**src/rtl/sem_pkg.sv**
```systemverilog
package sem_pkg;

    localparam int NUM_SLOTS = 4;
    localparam int OP_LSB    = 0;
    localparam int OP_W      = 2;

    typedef enum logic [1:0] {
        SLOT_ADDR_HI = 2'd0,
        SLOT_ADDR_LO = 2'd1,
        SLOT_PAYLOAD = 2'd2,
        SLOT_CTRL    = 2'd3
    } slot_e;

    typedef enum logic [OP_W-1:0] {
        OP_RELEASE = 2'd0,
        OP_RSVD1   = 2'd1,
        OP_RSVD2   = 2'd2,
        OP_RSVD3   = 2'd3
    } op_e;

endpackage

```
**src/rtl/sem_decode.sv**
```systemverilog
module sem_decode
    import sem_pkg::*;
#(
    parameter int          IDX_W    = 12,
    parameter logic [11:0] BASE_IDX = 12'h6C0
) (
    input  logic                 clk,
    input  logic                 rst_n,
    input  logic                 accept,
    input  logic [IDX_W-1:0]     idx,
    output logic [NUM_SLOTS-1:0] sel
);

    localparam logic [IDX_W-1:0] BASE = IDX_W'(BASE_IDX);

    for (genvar s = 0; s < NUM_SLOTS; s++) begin : g_slot
        assign sel[s] = accept && (idx == BASE + IDX_W'(s));
    end

    // At most one slot is hit by any accepted method (R8 window decode)
    a_r8_one_slot: assert property (@(posedge clk) disable iff (!rst_n)
        $onehot0(sel));

endmodule

```
**src/rtl/sem_regs.sv**
```systemverilog
module sem_regs #(
    parameter int DATA_W = 32
) (
    input  logic                  clk,
    input  logic                  rst_n,
    input  logic                  we_hi,
    input  logic                  we_lo,
    input  logic                  we_pay,
    input  logic [DATA_W-1:0]     wdata,
    output logic [2*DATA_W-1:0]   fence_addr,
    output logic [DATA_W-1:0]     payload
);

    typedef struct packed {
        logic [DATA_W-1:0] hi;
        logic [DATA_W-1:0] lo;
        logic [DATA_W-1:0] pay;
    } regs_t;

    regs_t st_d, st_q;

    always_comb begin
        st_d = st_q;
        if (we_hi)  st_d.hi  = wdata;
        if (we_lo)  st_d.lo  = wdata;
        if (we_pay) st_d.pay = wdata;
    end

    always_ff @(posedge clk or negedge rst_n) begin
        if (!rst_n) st_q <= '0;
        else        st_q <= st_d;
    end

    assign fence_addr = {st_q.hi, st_q.lo};
    assign payload    = st_q.pay;

    // stored values persist when their slot is not written
    a_r9_keep_pay: assert property (@(posedge clk) disable iff (!rst_n)
        !we_pay |=> $stable(payload));
    a_r9_keep_addr: assert property (@(posedge clk) disable iff (!rst_n)
        !(we_hi || we_lo) |=> $stable(fence_addr));

endmodule

```
**src/rtl/sem_issue.sv**
```systemverilog
module sem_issue
    import sem_pkg::*;
#(
    parameter int DATA_W = 32
) (
    input  logic                  clk,
    input  logic                  rst_n,
    input  logic                  ctrl_we,
    input  logic [DATA_W-1:0]     ctrl_data,
    input  logic [2*DATA_W-1:0]   addr_in,
    input  logic [DATA_W-1:0]     pay_in,
    input  logic                  wr_ack,
    output logic                  busy,
    output logic [2*DATA_W-1:0]   wr_addr,
    output logic [DATA_W-1:0]     wr_data,
    output logic                  unsup
);

    typedef struct packed {
        logic                busy;
        logic                unsup;
        logic [2*DATA_W-1:0] addr;
        logic [DATA_W-1:0]   data;
    } iss_t;

    iss_t st_d, st_q;
    op_e  op;

    assign op = op_e'(ctrl_data[OP_LSB +: OP_W]);

    always_comb begin
        st_d       = st_q;
        st_d.unsup = 1'b0;
        if (st_q.busy && wr_ack) begin
            st_d.busy = 1'b0;
        end
        if (ctrl_we) begin
            if (op == OP_RELEASE) begin
                st_d.busy = 1'b1;
                st_d.addr = addr_in;
                st_d.data = pay_in;
            end else begin
                st_d.unsup = 1'b1;
            end
        end
    end

    always_ff @(posedge clk or negedge rst_n) begin
        if (!rst_n) st_q <= '0;
        else        st_q <= st_d;
    end

    assign busy    = st_q.busy;
    assign wr_addr = st_q.addr;
    assign wr_data = st_q.data;
    assign unsup   = st_q.unsup;

    a_r3_launch: assert property (@(posedge clk) disable iff (!rst_n)
        (ctrl_we && op == OP_RELEASE) |=>
            (busy && wr_data == $past(pay_in) && wr_addr == $past(addr_in)));
    a_r4_hold: assert property (@(posedge clk) disable iff (!rst_n)
        (busy && !wr_ack) |=> (busy && $stable(wr_addr) && $stable(wr_data)));
    a_r5_drop_on_ack: assert property (@(posedge clk) disable iff (!rst_n)
        $fell(busy) |-> $past(wr_ack));
    a_r6_flag: assert property (@(posedge clk) disable iff (!rst_n)
        (ctrl_we && op != OP_RELEASE) |=> (unsup && !busy));
    a_r2_quiet: assert property (@(posedge clk) disable iff (!rst_n)
        (!busy && !ctrl_we) |=> !busy);

endmodule

```
**src/rtl/sem_release_unit.sv**
```systemverilog
module sem_release_unit
    import sem_pkg::*;
#(
    parameter int          DATA_W   = 32,
    parameter int          IDX_W    = 12,
    parameter logic [11:0] BASE_IDX = 12'h6C0
) (
    input  logic                  clk,
    input  logic                  rst_n,
    input  logic                  mth_valid,
    output logic                  mth_ready,
    input  logic [IDX_W-1:0]      mth_idx,
    input  logic [DATA_W-1:0]     mth_data,
    output logic                  wr_req,
    input  logic                  wr_ack,
    output logic [2*DATA_W-1:0]   wr_addr,
    output logic [DATA_W-1:0]     wr_data,
    output logic                  unsup_op
);

    logic                  accept;
    logic [NUM_SLOTS-1:0]  sel;
    logic [2*DATA_W-1:0]   fence_addr;
    logic [DATA_W-1:0]     payload;
    logic                  busy;

    assign mth_ready = !busy;
    assign accept    = mth_valid && mth_ready;
    assign wr_req    = busy;

    sem_decode #(.IDX_W(IDX_W), .BASE_IDX(BASE_IDX)) u_decode (
        .clk    (clk),
        .rst_n  (rst_n),
        .accept (accept),
        .idx    (mth_idx),
        .sel    (sel)
    );

    sem_regs #(.DATA_W(DATA_W)) u_regs (
        .clk        (clk),
        .rst_n      (rst_n),
        .we_hi      (sel[SLOT_ADDR_HI]),
        .we_lo      (sel[SLOT_ADDR_LO]),
        .we_pay     (sel[SLOT_PAYLOAD]),
        .wdata      (mth_data),
        .fence_addr (fence_addr),
        .payload    (payload)
    );

    sem_issue #(.DATA_W(DATA_W)) u_issue (
        .clk       (clk),
        .rst_n     (rst_n),
        .ctrl_we   (sel[SLOT_CTRL]),
        .ctrl_data (mth_data),
        .addr_in   (fence_addr),
        .pay_in    (payload),
        .wr_ack    (wr_ack),
        .busy      (busy),
        .wr_addr   (wr_addr),
        .wr_data   (wr_data),
        .unsup     (unsup_op)
    );

    // a pending release blocks the method bus until acknowledged
    a_r5_stall: assert property (@(posedge clk) disable iff (!rst_n)
        (wr_req && !wr_ack) |=> !mth_ready);
    // unsupported flag and a new request never start together
    a_r6_exclusive: assert property (@(posedge clk) disable iff (!rst_n)
        $rose(wr_req) |-> !unsup_op);

endmodule

```
**config.mk**
```make
export PLATFORM = sky130hd
export DESIGN_NAME = sem_release_unit
export DESIGN_NICKNAME = d
export VERILOG_FILES = /design/src/rtl/sem_pkg.sv /design/src/rtl/sem_decode.sv /design/src/rtl/sem_regs.sv /design/src/rtl/sem_issue.sv /design/src/rtl/sem_release_unit.sv
export SDC_FILE = /design/constraint.sdc
export NUM_CORES = 1
export LEC_CHECK = 0
export CORE_ASPECT_RATIO = 0.9
export CORE_MARGIN = 4
export CORE_UTILIZATION = 50
export CTS_CLUSTER_DIAMETER = 40
export DETAILED_ROUTE_END_ITERATION = 10
export DONT_BUFFER_PORTS = 1
export PLACE_DENSITY = 0.76
export SETUP_SLACK_MARGIN = 0.05
export SYNTH_ARGS = -nofsm -noshare
export SYNTH_HDL_FRONTEND = slang
export SYNTH_SLANG_ARGS = --single-unit
```
**constraint.sdc**
```tcl
create_clock -name clk -period 1.9 [get_ports clk]
set_input_delay 0.19 -clock clk [delete_from_list [all_inputs] [get_ports clk]]
set_output_delay 0.19 -clock clk [all_outputs]
set_load 0.1 [all_outputs]
```
-- After elaboration in Yosys (flattened, before gate mapping)
Index checks and enable logic that the tools add are counted.
- reductions and logical operators: 9
- multiplexer cells: 5
- eq/ne operators: 4
- operator list (operator ; number):
    $mux 98 ; 1
    $mux 96 ; 1
    $eq 12x11->1 const B ; 4
    $logic_and 1x1->1 ; 6
    $mux 1 ; 3
    $logic_not 2->1 ; 1
    $reduce_and 2->1 ; 1
    $logic_not 1->1 ; 1
- input port bits: 48
- bits in registers: 194
- word-level logic and storage cells: 25

-- Depth between registers and ports, before layout
Gate-level depths: netlist of the first run.
- depth after elaboration: 4
- mapped depth: 7
- depth with buffers taken out: 4

-- Cells and area by module
From an unflattened synthesis of the first run, not the netlist that was laid out.
- cells, all modules: 423
- area total of the unflattened synthesis: 7753.7 sq um
- by module, submodules not included (module ; sequential area each (sq um) ; area an instance (sq um) ; cells each ; instances):
    sem_regs ; 2402.3 ; 4035.1 ; 204 ; 1
    sem_issue ; 2452.4 ; 3636.0 ; 208 ; 1
    sem_decode ; 0.0 ; 72.6 ; 9 ; 1
    sem_release_unit ; 0.0 ; 10.0 ; 2 ; 1

-- Worst setup path after synthesis of the first run
No wires, ideal clock.
- path kind: register to register
- start point: register u_issue.st_q (netlist bit u_issue.busy)
- end point: register u_issue.st_q (netlist bit u_issue.wr_data[10])
- clock period less this slack: 2.390 ns
- path buffers: 3
- path slack: -0.490 ns
- arrival: 2.264 ns
- library setup time: 0.125 ns
- cell stages (with the launch flop): 8
- cells stage by stage: dfrtp_1 > nand2b_1 > nand4bb_4 > or3_1 > buf_2 > buf_6 > buf_6 > mux2_4
- word-level cells in the longest chain between the ends: 4
- ends and longest elaborated chain (element ; line ; RTL):
    start, declared ; sem_issue.sv:26 ; iss_t st_d, st_q;
    start signal, assigned ; sem_issue.sv:50 ; else st_q <= st_d;
    $logic_not 1->1 ; sem_release_unit.sv:27 ; assign mth_ready = !busy;
    $logic_and 1x1->1 ; sem_release_unit.sv:28 ; assign accept = mth_valid && mth_ready;
    $logic_and 1x1->1 ; sem_decode.sv:17 ; assign sel[s] = accept && (idx == BASE + IDX_W'(s));
    $reduce_and 2->1 (no line) ; n/a ;
No other way between the ends.
A chain may end at the register's enable or synchronous reset.

-- Final worst setup path of the first run
- start point: register u_issue.st_q (netlist bit u_issue.busy)
- end point: register u_issue.st_q (netlist bit u_issue.wr_data[8])
The elaborated chain is that of the path after synthesis.

==> results of run 1 <==
## cells by family after synthesis
family	after synthesis	share of synthesized area [%]
AOI/OAI and AO/OA	2	0.136
buffers and inverters	22	1.80
DFF	194	65.8
muxes	192	30.8
and+or+nand+nor	13	1.48
## report_power, final
| part | internal, mW | leakage, nW | switching [mW] |
|---|---|---|---|
| Sequential | 4.14 | 2.71 | 0.00494 |
| Combinational | 0.0691 | 2.15 | 0.0447 |
| Clock | 2.19 | 0.308 | 1.50 |
| Total | 6.39 | 5.17 | 1.55 |
## path summary, 6_finish.rpt
check | from | to | slack [ns] | cells after the start
min in group clk | mth_idx[0] | u_regs.payload[21]$_DFFE_PN0P_ | 0.18 | 3
worst max-delay path | u_issue.busy$_DFF_PN0_ | u_issue.wr_data[8]$_DFFE_PN0P_ | -0.1 | 5
worst max register to register | u_issue.busy$_DFF_PN0_ | u_issue.wr_data[8]$_DFFE_PN0P_ | -0.1 | 5
worst min-delay path | rst_n | u_regs.payload[26]$_DFFE_PN0P_ | -0.54 | 0
max in group asynchronous | rst_n | u_issue.wr_addr[1]$_DFFE_PN0P_ | 1.98 | 0
worst min register to register | u_regs.fence_addr[45]$_DFFE_PN0P_ | u_regs.fence_addr[45]$_DFFE_PN0P_ | 0.50 | 1
## synth_stat cells (all sizes together)
library cell  number  area [sq um]
dfrtp            194          4850
nor3b              1          12.5
inv                2          7.51
and4bb             1          12.5
mux2             192          2270
buf               20           125
nand2              1          3.75
nand3              1          5.00
nor3               2          10.0
or3                1          6.26
nor4               1          6.26
nand2b             1          6.26
o21ai              2          10.0
nand4bb            2          38.8
nor2               2          7.51
## flip-flops by register name, indices dropped and copies added (netlist names)
name / cells
u_regs.payload: 32
u_issue.wr_addr: 64
u_regs.fence_addr: 64
u_issue.busy: 1
u_issue.unsup: 1
u_issue.wr_data: 32
## worst max-delay path: cells and delay by family, from the launching register on
kind | cells | cell delay [ns]
flip-flops | 1 | 0.47
buffers and inverters | 1 | 0.21
AND/OR/NAND/NOR | 3 | 0.82
multiplexers | 1 | 0.33
## routing by layer
metal  share of wire (%)  track usage (%)
met2                  51             32.7
met5                   0                0
met3                 5.8             6.47
met1                  42             22.7
met4                 1.5             6.49
## stage by stage
stage / hold slack [ns] / utilization [%] / cells / power [mW]
CTS: -0.561 / 66.8 / 780 / 8.00
finish: -0.537 / 68.9 / 784 / 7.94
global placement: -0.0978 / 58.9 / 707 / 4.24
floorplan: -0.106 / - / 423 / 4.24
detailed placement: -0.100 / 58.9 / 707 / 4.24
global route: -0.557 / 68.9 / 784 / 8.18
## final cells by class
cell class	count	area, sq um
fill	935	4430
clock buffer	21	470
tap	193	241
multi-input combinational	207	2670
inverter	2	7.51
timing repair buffer	156	1440
sequential	194	4860
clock inverter	11	149
## repair_timing
item / CTS / global route
pin swaps: 1 / 0
endpoints found under the setup margin: 177 / 192
hold endpoints to repair: 292 / 194
resized for setup: 27 / 58
cloned: 2 / 3
setup buffers: 4 / 1
==> results.cfg, run 1 <==
[floorplan]
core_area_sq_mm = 0.0143
die_area_sq_mm = 0.0168
die_h_um = 123
io_pins = 147
rows = 41
start_util_pct = 51.7
die_w_um = 136

[detailed_routing]
drtIter0Drc = 161
drt-total-wl_um = 16300
vias = 4043
wl_per_cell_um = 20.7
vias_per_cell = 5.16
drc = 0
firstDrtPassIters = 4
final_antenna_net_count = 0

[outcome]
failed_checks = negative hold slack, negative setup slack
status = complete, but fails checks

[timing]
period_needed_ns = 2.00
timing_max_transition_violations_final = 0
rsz0062_at_grt = true
tightestPinTransition_ns = 0.521
setup_tns_ns = -4.40
relSlewSlack_pct = 65.3
setup_ws_ns = -0.0987
skew_ns = 0.00959
setup_viol_count_final = 131
max_freq_ghz = 0.500
fin_crit_sh_pct = 105
hold_violations = 194
hold_ws_ns = -0.537

[setup_path]
max_stage_delay_ns = 0.47
crit_chain = nand2b_4 -> nand4bb_4 -> or3_4 -> buf_12 -> mux2_4
required_ns = 2.20
cp_max_fo = 46
startpoint_type = flop
arrival_ns = 2.30
end_kind = flop
path_class = reg -> reg
cp_slowest_cell = dfrtp_4

[global_route]
grt_pass1_wl_um = 24200
grt_max_degree = 195
antenna_found_initial = 0
grtUsageTotal_pct = 19.1
first_global_vias = 4466
grt_overflow = 0

[placement]
port_buffers = 0
placed_area_sq_mm = 0.00840
dp_hpwl_um = 9760
gp_congestion = 0.752
post-place-ws_ns = -0.0404

[clock_network]
clk_path_buf_depth = 2
cts_made_buffers = 17
cts_tree = done
path_clk_slew_ns = 0.07
cts_hold_buf = 35
h-tree-depth = 4
clk_latency_ns = 0.43
root_buffer = clkbuf_16
cts.sinks = 194

[synthesis]
synth_warnings = 0
seq_area_frac_synth_pct = 65.8
synth.distinct_cells = 18
synth-seq-cells = 194
syn-cell-area_sq_mm = 0.00738
synth_cells = 423
syn_nets = 471
avgSynthCellArea_sq_um = 17.4

[final_layout]
drive_gt1_share_pct = 59.6
nets = 626
diodes = 0
stdcell_area_sq_mm = 0.00983
syn_to_final_growth_pct = 33.3
final_cell_mix = 193 x dfrtp_1, 102 x buf_4, 99 x mux2_2, 93 x mux2_4, 35 x dlygate4sd3_1
layout_commonest_cell = dfrtp_1

[power]
peakVddDrop_mv = 0.623
power_leakage_nw = 5.17
powerDensity_mw_per_mm2 = 808

[min_path]
hold_class = in -> async

[job]
cap_violations = 0
(Power assumes the default switching activity.)
==> run 2, diff against run 1 <==
CORE_ASPECT_RATIO = unset   (was 0.9)
==> results.cfg, run 2 (synthesis results as in run 1) <==
[timing]
skew_ns = 0.0138
setup_viol_count_final = 108
fin_crit_sh_pct = 103
tightestPinTransition_ns = 0.465
period_needed_ns = 1.96
setup_ws_ns = -0.0620
rsz0062_at_grt = true
setup_tns_ns = -2.65
max_freq_ghz = 0.510
hold_violations = 194
hold_ws_ns = -0.538
timing_max_transition_violations_final = 0
relSlewSlack_pct = 69.0

[placement]
dp_hpwl_um = 9550
port_buffers = 0
placed_area_sq_mm = 0.00838
gp_congestion = 0.798

[global_route]
grt_pass1_wl_um = 24700
grt_max_degree = 195
first_global_vias = 4462
grt_overflow = 0
grtUsageTotal_pct = 19.4
antenna_found_initial = 0

[detailed_routing]
drc = 0
vias_per_cell = 5.32
vias = 4143
final_antenna_net_count = 0
drtIter0Drc = 193
wl_per_cell_um = 21.1
drt-total-wl_um = 16400
firstDrtPassIters = 4

[final_layout]
drive_gt1_share_pct = 59.5
layout_commonest_cell = dfrtp_1
syn_to_final_growth_pct = 34.6
final_cell_mix = 193 x dfrtp_1, 104 x mux2_4, 102 x buf_4, 88 x mux2_2, 36 x dlygate4sd3_1
stdcell_area_sq_mm = 0.00993
final_util_pct = 68.6
diodes = 0
nets = 630

[floorplan]
die_h_um = 129
die_w_um = 129
io_pins = 147
start_util_pct = 51.0
rows = 44
die_area_sq_mm = 0.0168
core_area_sq_mm = 0.0145

[setup_path]
max_stage_delay_ns = 0.47
cp_slowest_cell = dfrtp_4
crit_chain = nand2b_4 -> nand4bb_4 -> buf_6 -> nor3_4 -> buf_6 -> buf_16 -> mux2_2
end_kind = flop
arrival_ns = 2.27
startpoint_type = flop
cp_max_fo = 8
path_class = reg -> reg
cpMostUsedCell = buf_6
r2r_slack_ns = -0.06
required_ns = 2.21

[outcome]
failed_checks = negative hold slack, negative setup slack
status = complete, but fails checks

[clock_network]
clk_latency_ns = 0.43
cts.sinks = 194
cts_tree = done
cts_made_buffers = 17
clk_path_buf_depth = 2
path_clk_slew_ns = 0.07
root_buffer = clkbuf_16
h-tree-depth = 4
cts_hold_buf = 36

[min_path]
hold_class = in -> async

[power]
powerDensity_mw_per_mm2 = 785
power_leakage_nw = 5.20
peakVddDrop_mv = 0.667

[job]
cap_violations = 0
## run 2: layer usage
layer | up-vias | part of all wire, % | track usage (%) | routed length (um)
li1 | 1820 | - | - | -
met1 | 2186 | 42 | 24.6 | 6880
met2 | 114 | 50 | 32.0 | 8290
met3 | 23 | 6.1 | 5.77 | 1000
met4 | 0 | 1.7 | 7.21 | 272
met5 | - | 0 | 0 | 0
## run 2: layout make-up
class / count / area (sq um)
Timing Repair Buffer: 160 / 1530
Fill cell: 940 / 4550
Sequential cell: 194 / 4860
Clock inverter: 11 / 129
Multi-Input combinational cell: 207 / 2710
Inverter: 2 / 7.51
Clock buffer: 21 / 460
Tap cell: 184 / 230
## run 2: critical path, delay by kind of cell (launching register included)
kind / cells / cell delay, ns
mux: 1 / 0.34
flops: 1 / 0.47
buf+inv: 3 / 0.49
simple gates: 3 / 0.54
## run 2: worst paths after layout
path	depth (start not counted)	to	startpoint
max reg2reg	7	u_regs.fence_addr[44]$_DFFE_PN0P_	u_issue.busy$_DFF_PN0_
min in group clk	3	u_issue.unsup$_DFF_PN0_	mth_idx[2]
max	7	u_regs.fence_addr[44]$_DFFE_PN0P_	u_issue.busy$_DFF_PN0_
min reg2reg	1	u_issue.wr_addr[46]$_DFFE_PN0P_	u_regs.fence_addr[46]$_DFFE_PN0P_
min	0	u_issue.wr_addr[41]$_DFFE_PN0P_	rst_n
max in group asynchronous	0	u_regs.fence_addr[30]$_DFFE_PN0P_	rst_n
## run 2: repair_timing
item	4_1_cts	5_1_grt
setup endpoints to repair	174	192
hold endpoints to repair	292	194
buffers inserted	7	1
gates resized for setup	64	51
pin swaps	0	0
gates cloned	6	1
## run 2: metrics by stage
| stage | power (mW) | worst slack [ns] | instances |
|---|---|---|---|
| floorplan | 4.24 | -0.240 | 423 |
| global placement | 4.24 | -0.0253 | 697 |
| detailed placement | 4.24 | -0.0858 | 697 |
| CTS | 7.86 | -0.0211 | 778 |
| global route | 8.03 | -0.132 | 779 |
| finish | 7.80 | -0.0620 | 779 |
## run 2: report_power, final
part           total (mW)  switching, mW  internal [mW]  leakage, nW
sequential           4.14        0.00499           4.14         2.71
combinational       0.120         0.0479         0.0717         2.21
clock                3.54           1.52           2.02        0.284
==> run 3, diff against run 2 <==
clock period = 1.73 ns   (was 1.9 ns; I/O delays follow)
==> results.cfg, run 3 (synthesis results as in run 1) <==
[floorplan]
io_pins = 147
start_util_pct = 51.0
rows = 44
die_area_sq_mm = 0.0168
core_area_sq_mm = 0.0145
die_h_um = 129
die_w_um = 129

[setup_path]
end_kind = flop
required_ns = 2.03
arrival_ns = 2.25
reg2reg_from = u_issue.busy$_DFF_PN0_
startpoint_type = flop
path_class = reg -> reg
crit_start = u_issue.busy$_DFF_PN0_
endpoint = u_issue.wr_data[9]$_DFFE_PN0P_
rr_worst_depth = 5
r2r_slack_ns = -0.22
reg2reg_to = u_issue.wr_data[9]$_DFFE_PN0P_
cp_max_fo = 51

[detailed_routing]
vias = 4087
firstDrtPassIters = 4
drtIter0Drc = 202
vias_per_cell = 5.28
drc = 0
drt-total-wl_um = 15400
wl_per_cell_um = 19.9
final_antenna_net_count = 0

[job]
cap_violations = 0

[global_route]
grtUsageTotal_pct = 19.0
grt_max_degree = 195
grt_pass1_wl_um = 24200
first_global_vias = 4477
antenna_found_initial = 0
grt_overflow = 0

[final_layout]
syn_to_final_growth_pct = 31.5
final_util_pct = 67.0
final_cell_mix = 193 x dfrtp_1, 131 x mux2_2, 102 x buf_4, 61 x mux2_4, 37 x dlygate4sd3_1
diodes = 0
drive_gt1_share_pct = 59.5
layout_commonest_cell = dfrtp_1
nets = 625
stdcell_area_sq_mm = 0.00970

[placement]
gp_congestion = 0.714
dp_hpwl_um = 9670
placed_area_sq_mm = 0.00838
port_buffers = 0

[timing]
relSlewSlack_pct = 77.6
max_freq_ghz = 0.514
tightestPinTransition_ns = 0.333
setup_ws_ns = -0.217
period_needed_ns = 1.95
hold_violations = 194
hold_ws_ns = -0.554
rsz0062_at_grt = true
setup_viol_count_final = 192
timing_max_transition_violations_final = 0
fin_crit_sh_pct = 113
skew_ns = 0.00620

[power]
finalPower_mw = 8.87
power_switching_share_pct = 19.3
combPwrFrac_pct = 1.4
p_sw_mw = 1.71
intPower_mw = 7.16
power_frac_seq_pct = 51.3
powerDensity_mw_per_mm2 = 915
pwr-share-clk_pct = 47.3
peakVddDrop_mv = 0.590
power_leakage_nw = 5.13

[clock_network]
cts_made_buffers = 17
clk_path_buf_depth = 2
cts_tree = done
path_clk_slew_ns = 0.07
root_buffer = clkbuf_16
h-tree-depth = 4
clk_latency_ns = 0.42
cts.sinks = 194

[outcome]
status = complete, but fails checks
failed_checks = negative hold slack, negative setup slack

[min_path]
hold_class = in -> async
## run 3: cell count changes in the layout (fill, tap and decap cells not counted), moves of 2 or more
cell	delta
mux2_2	+43
mux2_4	-43
buf_8	-4
buf_12	-3
buf_6	+2
bufinv_16	+2
clkbuf_1	-2
inv_6	-2
nor3_2	+2
nor3_4	-2
## run 3: critical path, cell delays in order (launching register included)
cell and delay (ns):
dfrtp_4 0.47, nand2b_4 0.15, nand4bb_4 0.23, or3_4 0.40
buf_12 0.23, mux2_4 0.33
## run 3: cell type report
type / instances / area, sq um
Clock buffer: 20 / 467
Tap cell: 184 / 230
Clock inverter: 12 / 180
Inverter: 2 / 7.51
Fill cell: 1015 / 4780
Sequential cell: 194 / 4860
Timing Repair Buffer: 155 / 1420
Multi-Input combinational cell: 207 / 2540
## run 3: worst min-delay path by stage
stage	slack, ns	endpoint	depth (start not counted)
after floorplan	-0.12	u_issue.unsup$_DFF_PN0_	0
after global placement	-0.12	u_regs.fence_addr[9]$_DFFE_PN0P_	0
after detailed placement	-0.12	u_issue.wr_addr[9]$_DFFE_PN0P_	0
after CTS	-0.58	u_issue.wr_addr[5]$_DFFE_PN0P_	0
after global routing	-0.59	u_regs.fence_addr[11]$_DFFE_PN0P_	0
final	-0.55	u_issue.wr_addr[9]$_DFFE_PN0P_	0
## run 3: per-stage QoR
| step | setup TNS [ns] | worst slack [ns] | std cells |
|---|---|---|---|
| floorplan | -58.96 | -0.410 | 423 |
| global placement | -22.58 | -0.168 | 695 |
| detailed placement | -27.89 | -0.203 | 695 |
| CTS | -29.56 | -0.212 | 772 |
| global route | -40.61 | -0.256 | 774 |
| finish | -29.19 | -0.217 | 774 |
## run 3: timing repair
action	in CTS	in global routing
setup buffers	6	1
hold buffers	36	1
gates cloned	3	0
setup endpoints to repair	193	194
endpoints found under the hold margin	292	195
pin swaps	1	0
gates resized for setup	35	11
## run 3: routing by layer
layer	GRT usage [%]	part of all wire, %	vias to the layer above
met5	0	0	-
met3	6.39	7.0	26
met1	24.0	41	2143
met2	30.5	50	113
li1	-	-	1805
met4	7.46	1.9	0
## run 3: power by group through the flow
stage                     combinational (mW)  sequential, mW  clock, mW
final                                  0.123            4.55       4.20
after global routing                   0.130            4.55       4.49
after floorplan                       0.0209            4.63          0
after detailed placement              0.0245            4.63          0
after global placement                0.0238            4.63          0
after CTS                              0.119            4.55       4.29
